$ cat config.mk
export PLATFORM = sky130hd
export DESIGN_NAME = pt_walker
export DESIGN_NICKNAME = d
export VERILOG_FILES = /design/src/rtl/pt_walk_pkg.sv /design/src/rtl/pt_walk_datapath.sv /design/src/rtl/pt_walk_control.sv /design/src/rtl/pt_walker.sv
export SDC_FILE = /design/constraint.sdc
export NUM_CORES = 1
export LEC_CHECK = 0
export BUFFER_PORTS_ARGS = -buffer_cell sky130_fd_sc_hd__buf_4
export CAP_MARGIN = 20
export CORE_MARGIN = 1.5
export CORE_UTILIZATION = 30
export CTS_CLUSTER_DIAMETER = 120
export DETAILED_ROUTE_END_ITERATION = 16
export HOLD_SLACK_MARGIN = 0.1
export MAX_ROUTING_LAYER = met4
export PLACE_DENSITY = 0.62
export SLEW_MARGIN = 0
export SYNTH_ARGS = -nofsm -noshare
export SYNTH_HDL_FRONTEND = slang
export SYNTH_HIERARCHICAL = 1
export SYNTH_SLANG_ARGS = --single-unit
$ cat constraint.sdc
create_clock -name clk -period 4.68 [get_ports clk]
set_input_delay 0 -clock clk [delete_from_list [all_inputs] [get_ports clk]]
set_output_delay 0 -clock clk [all_outputs]
set_load 0.05 [all_outputs]
$ cat src/rtl/pt_walk_pkg.sv
package pt_walk_pkg;

  localparam int WORD_W   = 32;
  localparam int DOM_W    = 4;
  localparam int AP_W     = 8;
  localparam int BASE_LO  = 14;
  localparam int BASE_W   = WORD_W - BASE_LO;
  localparam int PTR_LO   = 10;
  localparam int PTR_W    = WORD_W - PTR_LO;

  localparam logic [1:0] L1_FAULT   = 2'b00;
  localparam logic [1:0] L1_COARSE  = 2'b01;
  localparam logic [1:0] L1_SECTION = 2'b10;
  localparam logic [1:0] L1_FINE    = 2'b11;

  localparam logic [1:0] L2_FAULT = 2'b00;
  localparam logic [1:0] L2_LARGE = 2'b01;
  localparam logic [1:0] L2_SMALL = 2'b10;
  localparam logic [1:0] L2_TINY  = 2'b11;

  localparam logic [1:0] KIND_SECTION = 2'd0;
  localparam logic [1:0] KIND_LARGE   = 2'd1;
  localparam logic [1:0] KIND_SMALL   = 2'd2;
  localparam logic [1:0] KIND_TINY    = 2'd3;

  typedef struct packed {
    logic [WORD_W-1:0] pa;
    logic [1:0]        kind;
    logic [DOM_W-1:0]  domain;
    logic [1:0]        cb;
    logic [AP_W-1:0]   ap;
    logic              fault;
  } walkResult_t;

  typedef struct packed {
    logic capReq;   // latch request fields
    logic capL1;    // latch first descriptor
    logic finL1;    // result from first descriptor
    logic finL2;    // result from second descriptor
    logic selL2;    // drive second-level address
  } walkStrobe_t;

  function automatic walkResult_t faultResult();
    walkResult_t r;
    r = '0;
    r.fault = 1'b1;
    return r;
  endfunction

  function automatic logic [WORD_W-1:0] firstAddr(input logic [BASE_W-1:0] baseHi,
                                                  input logic [WORD_W-1:0] va);
    return {baseHi, va[31:20], 2'b00};
  endfunction

  function automatic logic [WORD_W-1:0] coarseAddr(input logic [PTR_W-1:0] ptr,
                                                   input logic [WORD_W-1:0] va);
    return {ptr, va[19:12], 2'b00};
  endfunction

  function automatic logic [WORD_W-1:0] fineAddr(input logic [PTR_W-1:0] ptr,
                                                 input logic [WORD_W-1:0] va);
    return {ptr[PTR_W-1:2], va[19:10], 2'b00};
  endfunction

  function automatic walkResult_t decodeFirst(input logic [WORD_W-1:0] d,
                                              input logic [WORD_W-1:0] va);
    walkResult_t r;
    if (d[1:0] == L1_SECTION) begin
      r.pa     = {d[31:20], va[19:0]};
      r.kind   = KIND_SECTION;
      r.domain = d[8:5];
      r.cb     = d[3:2];
      r.ap     = {6'b0, d[11:10]};
      r.fault  = 1'b0;
    end else begin
      r = faultResult();
    end
    return r;
  endfunction

  function automatic walkResult_t decodeSecond(input logic [DOM_W-1:0] dom,
                                               input logic [WORD_W-1:0] d,
                                               input logic [WORD_W-1:0] va);
    walkResult_t r;
    r.domain = dom;
    r.cb     = d[3:2];
    r.fault  = 1'b0;
    unique case (d[1:0])
      L2_LARGE: begin
        r.pa   = {d[31:16], va[15:0]};
        r.kind = KIND_LARGE;
        r.ap   = d[11:4];
      end
      L2_SMALL: begin
        r.pa   = {d[31:12], va[11:0]};
        r.kind = KIND_SMALL;
        r.ap   = d[11:4];
      end
      L2_TINY: begin
        r.pa   = {d[31:10], va[9:0]};
        r.kind = KIND_TINY;
        r.ap   = {6'b0, d[5:4]};
      end
      default: r = faultResult();
    endcase
    return r;
  endfunction

endpackage

$ cat src/rtl/pt_walk_datapath.sv
module pt_walk_datapath
  import pt_walk_pkg::*;
(
  input  logic              clk,
  input  logic              rst,
  input  walkStrobe_t       strobe,
  input  logic [WORD_W-1:0] reqVa,
  input  logic [WORD_W-1:0] reqBase,
  input  logic              reqFineEn,
  input  logic [WORD_W-1:0] memData,
  output logic [WORD_W-1:0] memAddr,
  output logic              l1Walk,
  output walkResult_t       result
);

  logic [WORD_W-1:0] vaReg;
  logic [BASE_W-1:0] baseHi;
  logic              fineEnReg;
  logic [PTR_W-1:0]  ptrReg;
  logic [DOM_W-1:0]  domReg;
  logic              ptrFine;
  walkResult_t       resReg;
  logic              unusedBaseLow;

  assign unusedBaseLow = ^reqBase[BASE_LO-1:0];

  always_ff @(posedge clk) begin
    if (rst) begin
      vaReg     <= '0;
      baseHi    <= '0;
      fineEnReg <= 1'b0;
      ptrReg    <= '0;
      domReg    <= '0;
      ptrFine   <= 1'b0;
      resReg    <= '0;
    end else begin
      if (strobe.capReq) begin
        vaReg     <= reqVa;
        baseHi    <= reqBase[WORD_W-1:BASE_LO];
        fineEnReg <= reqFineEn;
      end
      if (strobe.capL1) begin
        ptrReg  <= memData[WORD_W-1:PTR_LO];
        domReg  <= memData[8:5];
        ptrFine <= (memData[1:0] == L1_FINE);
      end
      if (strobe.finL1) begin
        resReg <= decodeFirst(memData, vaReg);
      end else if (strobe.finL2) begin
        resReg <= decodeSecond(domReg, memData, vaReg);
      end
    end
  end

  assign l1Walk = (memData[1:0] == L1_COARSE) ||
                  ((memData[1:0] == L1_FINE) && fineEnReg);

  always_comb begin
    if (!strobe.selL2)
      memAddr = firstAddr(baseHi, vaReg);
    else if (ptrFine)
      memAddr = fineAddr(ptrReg, vaReg);
    else
      memAddr = coarseAddr(ptrReg, vaReg);
  end

  assign result = resReg;

  AST_FAULT_CLEAN: assert property (@(posedge clk) disable iff (rst)
    resReg.fault |-> (resReg.pa == '0 && resReg.kind == '0 && resReg.domain == '0 &&
                      resReg.cb == '0 && resReg.ap == '0));

  AST_TINY_AP_NARROW: assert property (@(posedge clk) disable iff (rst)
    (!resReg.fault && resReg.kind == KIND_TINY) |-> (resReg.ap[AP_W-1:2] == '0));

  AST_SECTION_AP_NARROW: assert property (@(posedge clk) disable iff (rst)
    (!resReg.fault && resReg.kind == KIND_SECTION) |-> (resReg.ap[AP_W-1:2] == '0));

endmodule

$ cat src/rtl/pt_walk_control.sv
module pt_walk_control
  import pt_walk_pkg::*;
(
  input  logic        clk,
  input  logic        rst,
  input  logic        reqValid,
  input  logic        memAck,
  input  logic        l1Walk,
  output logic        reqReady,
  output logic        memReq,
  output logic        rspValid,
  output walkStrobe_t strobe
);

  typedef enum logic [1:0] {ST_IDLE, ST_FETCH1, ST_FETCH2, ST_REPLY} walkState_t;

  walkState_t state, stateNext;

  always_ff @(posedge clk) begin
    if (rst) state <= ST_IDLE;
    else     state <= stateNext;
  end

  always_comb begin
    stateNext = state;
    strobe    = '0;
    unique case (state)
      ST_IDLE: begin
        strobe.capReq = reqValid;
        if (reqValid) stateNext = ST_FETCH1;
      end
      ST_FETCH1: begin
        strobe.capL1 = memAck;
        strobe.finL1 = memAck && !l1Walk;
        if (memAck) stateNext = l1Walk ? ST_FETCH2 : ST_REPLY;
      end
      ST_FETCH2: begin
        strobe.selL2 = 1'b1;
        strobe.finL2 = memAck;
        if (memAck) stateNext = ST_REPLY;
      end
      default: stateNext = ST_IDLE;
    endcase
  end

  assign reqReady = (state == ST_IDLE);
  assign memReq   = (state == ST_FETCH1) || (state == ST_FETCH2);
  assign rspValid = (state == ST_REPLY);

  AST_REQ_HELD: assert property (@(posedge clk) disable iff (rst)
    (memReq && !memAck) |=> memReq);

  AST_REPLY_PULSE: assert property (@(posedge clk) disable iff (rst)
    rspValid |=> !rspValid);

  AST_BUSY_AT_REPLY: assert property (@(posedge clk) disable iff (rst)
    rspValid |-> !reqReady);

  AST_IDLE_NO_READ: assert property (@(posedge clk) disable iff (rst)
    reqReady |-> !memReq);

endmodule

$ cat src/rtl/pt_walker.sv
module pt_walker
  import pt_walk_pkg::*;
(
  input  logic        clk,
  input  logic        rst,
  input  logic        reqValid,
  output logic        reqReady,
  input  logic [31:0] reqVa,
  input  logic [31:0] reqBase,
  input  logic        reqFineEn,
  output logic        memReq,
  output logic [31:0] memAddr,
  input  logic        memAck,
  input  logic [31:0] memData,
  output logic        rspValid,
  output logic [31:0] rspPa,
  output logic [1:0]  rspKind,
  output logic [3:0]  rspDomain,
  output logic [1:0]  rspCb,
  output logic [7:0]  rspAp,
  output logic        rspFault
);

  walkStrobe_t strobe;
  walkResult_t result;
  logic        l1Walk;

  pt_walk_control u_control (
    .clk      (clk),
    .rst      (rst),
    .reqValid (reqValid),
    .memAck   (memAck),
    .l1Walk   (l1Walk),
    .reqReady (reqReady),
    .memReq   (memReq),
    .rspValid (rspValid),
    .strobe   (strobe)
  );

  pt_walk_datapath u_datapath (
    .clk       (clk),
    .rst       (rst),
    .strobe    (strobe),
    .reqVa     (reqVa),
    .reqBase   (reqBase),
    .reqFineEn (reqFineEn),
    .memData   (memData),
    .memAddr   (memAddr),
    .l1Walk    (l1Walk),
    .result    (result)
  );

  assign rspPa     = result.pa;
  assign rspKind   = result.kind;
  assign rspDomain = result.domain;
  assign rspCb     = result.cb;
  assign rspAp     = result.ap;
  assign rspFault  = result.fault;

  AST_ADDR_STABLE: assert property (@(posedge clk) disable iff (rst)
    (memReq && !memAck) |=> $stable(memAddr));

endmodule

==> metrics <==
status complete, no violations; hold depth 4; die width 140.4 um; P per Cell Area 502.6 mW/mm^2; Flop pwr share 31.1%; cell area after synthesis 0.005660 sq mm; worst endpoint required time 5.04 ns; sw frac 38.10%; TNS Setup 0 ns; die height 140.4 um; unrepaired setup endpoints after global routing no; CTS buffer count 17; fin worst setup slack 1.252 ns; TritonRoute pass-1 iters 4; Avg Cell Area, Syn 9.627 sq um; Hold EP u_datapath/ptrFine; CP dominant cell by count buf_4; Area Overhead vs Synth 52.54%; clk buf depth 2; min Tclk post-route 3.428 ns; DRC errors left 0; first-pass GRT wire length 27190 um; post-CTS setup buffer count 0; Cells after DPL 943; Area contributors post-synth dfxtp_1 46%, mux2i_1 16%, nor2_1 6.8%, a21oi_1 4.2%, mux2_2 4.0%; FF+latch count, synth 129; Crit Path Class flop to flop; ANT cells 0; FMAX 291.7 MHz; HPWL Detailed 10800 um; leading area contributor after synthesis dfxtp_1; switching power 1654 uW; worst-skew pair later-pin latency 0.42 ns; vias per cell 4.749; reg2reg start u_control/state[1]; slowest cell delay on critical path 0.56 ns; Seq. cell area 0.002582 sq mm; largest net degree at the start of global routing 81; clock skew 0.007383 ns; P_int 2686 uW; Slew @ Worst Pin 0.9944 ns; Synth warnings 6; Fill cells 1773; Port Buf Inserts 168; clock-pin transition on the worst setup and hold timing paths 0.06 ns; vias in the first global route 5057; GRT overflow 0; async set-reset flop share out of synthesis 0%; number of max-cap violations 0; list of most frequent post-synthesis cells 129 x dfxtp_1, 102 x nor2_1, 89 x mux2i_1; prevailing post-synth register cell dfxtp_1; Logic pwr share 38.5%; layout net count 946; initial antenna violation count 0; HP Start memData[0]; PostCTS Resize Cnt 0; Initial Util 30.46%; hold buffers post-CTS 107; Tot GR Track Use 18.36%; Leak Pwr 0.003625 uW; CP cell instances inv_1 -> ha_1 -> and2_2 -> and2_1 -> buf_4 -> nor3b_4 -> buf_4 -> o21ai_0 -> a21oi_1 -> dlygate4sd3_1; Tot Pwr 4340 uW; synth unique cells 48; TritonCTS clock tree built; final wirelength 17160 um; path depth of the worst reg2reg path 10; share of cells above drive strength 1 28.07%; R2R Path End u_datapath/result[9]; Post-Syn Instances 588; I/O pins 185; Slowest-stage cell, CP dlygate4sd3_1; CORE AREA 0.01858 sq mm; final hold vios 0; WL/cell 15.85 um; crit path DAT 3.79 ns; peak supply drop 276.3 uV; Seq/Total Area, Yosys 45.62%; CTS H-tree depth 4; die area 0.01970 sq mm; Cell Count, Final, Fillers Out 1082; CP endpoint kind flop; Rows 50; Placer Congestion 0.7413; DR vias 5138; crit share post-route 73.26%; Critical Path Start Type flop; ANT nets after route 0; worst rel slew slack 33.55%; Clk pwr share 30.4%; Root Buffer clkbuf_16; CP Max Fanout 28; initial drt markers 240; top-area cell type share of the netlist area 45.62%; worst slack at placement 1.810 ns; max-slew violation count 0; Min-Delay Path Class primary input to flop; FF-to-FF setup slack 1.25 ns; final setup fails 0; Num Clock Sinks 129; area taken by multi-input logic gates 0.002778 sq mm; most common cell in the netlist dfxtp_1; EDFF count, synth 0
-- critical path, delay by kind of cell (launching register included) --
kind	cells	cell delay [ns]
AO/OA/AOI/OAI	2	0.30
adder cells (fa/ha/maj)	1	0.25
buffers and inverters	4	1.38
AND/OR/NAND/NOR	3	1.03
flip-flops	1	0.41
-- cells in the final DEF, fill, tap and decap left out, drive strengths merged, types with 2 or more instances in the layout --
cell type	n
inv	7
o2bb2ai	2
nand3b	4
clkinv	3
nand3	25
nor3b	4
a31oi	3
buf	173
clkbuf	19
and2	5
bufinv	2
a22o	4
a21oi	47
clkinvlp	7
a32oi	9
a21o	5
nor3	2
conb	2
dfxtp	129
a22oi	22
dlygate4sd3	107
nor2	103
or2	2
and3	2
o211ai	2
ha	10
mux2i	89
mux2	20
o21ai	5
nand2b	5
nand2	12
a211oi	7
-- layout make-up --
| class | count | share of cell area (%) |
|---|---|---|
| multi-input combinational | 401 | 32.17 |
| tap | 234 | 3.391 |
| clock buffer | 19 | 5.246 |
| inverter | 6 | 0.2608 |
| sequential | 129 | 29.91 |
| clock inverter | 13 | 1.579 |
| timing repair buffer | 280 | 27.45 |
-- power groups by stage --
stage	clock [uW]	combinational (uW)	sequential, uW
after floorplan	0	1060	1460
after global placement	0	1570	1370
after detailed placement	0	1580	1370
after CTS	1350	1670	1350
after global routing	1410	1780	1370
final	1320	1670	1350
-- registers in the layout (all words and copies together) (netlist names) --
signal and cells:
u_datapath/ptrFine 1, u_datapath/result 49, u_datapath/vaReg 32, u_datapath/ptrReg 22, u_datapath/fineEnReg 1, u_datapath/baseHi 18, u_datapath/domReg 4, u_control/state 2
-- metal layers --
metal	track usage [%]	wire length [um]
met5	-	0
met4	6.759	306
met3	4.342	854
met2	28.66	7974
met1	23.09	8021
-- logic make-up after synthesis --
| logic type | after synthesis | synth area share, % |
|---|---|---|
| AOI/OAI and AO/OA | 113 | 13.53 |
| adders and majority gates | 10 | 2.210 |
| buffers and inverters | 59 | 5.460 |
| DFF | 129 | 45.62 |
| muxes | 109 | 19.72 |
| other | 1 | 0.06625 |
| and+or+nand+nor | 167 | 13.40 |
-- worst max path at each step --
stage	from	end	slack, ns	depth (start not counted)
4_1_cts	u_control/state[1]	u_datapath/result[9]	1.26	10
6_report	u_control/state[1]	u_datapath/result[9]	1.25	10
2_1_floorplan	u_control/state[0]	u_datapath/vaReg[16]	2.70	7
3_5_place_dp	u_control/state[1]	u_datapath/result[10]	1.81	9
3_3_place_gp	u_control/state[1]	u_datapath/result[9]	1.84	9
5_1_grt	u_control/state[1]	u_datapath/result[10]	1.03	10
-- per-stage QoR --
| step | instance area, sq um | hold WS, ns | util (%) |
|---|---|---|---|
| finish | 8635 | 0.2619 | 46.47 |
| global route | 8635 | 0.2810 | 46.47 |
| CTS | 8635 | 0.2491 | 46.47 |
| detailed placement | 6974 | 0.2408 | 37.54 |
| global placement | 6974 | 0.2317 | 37.54 |
| floorplan | 5664 | 0.1031 | - |
(Power assumes the default switching activity.)
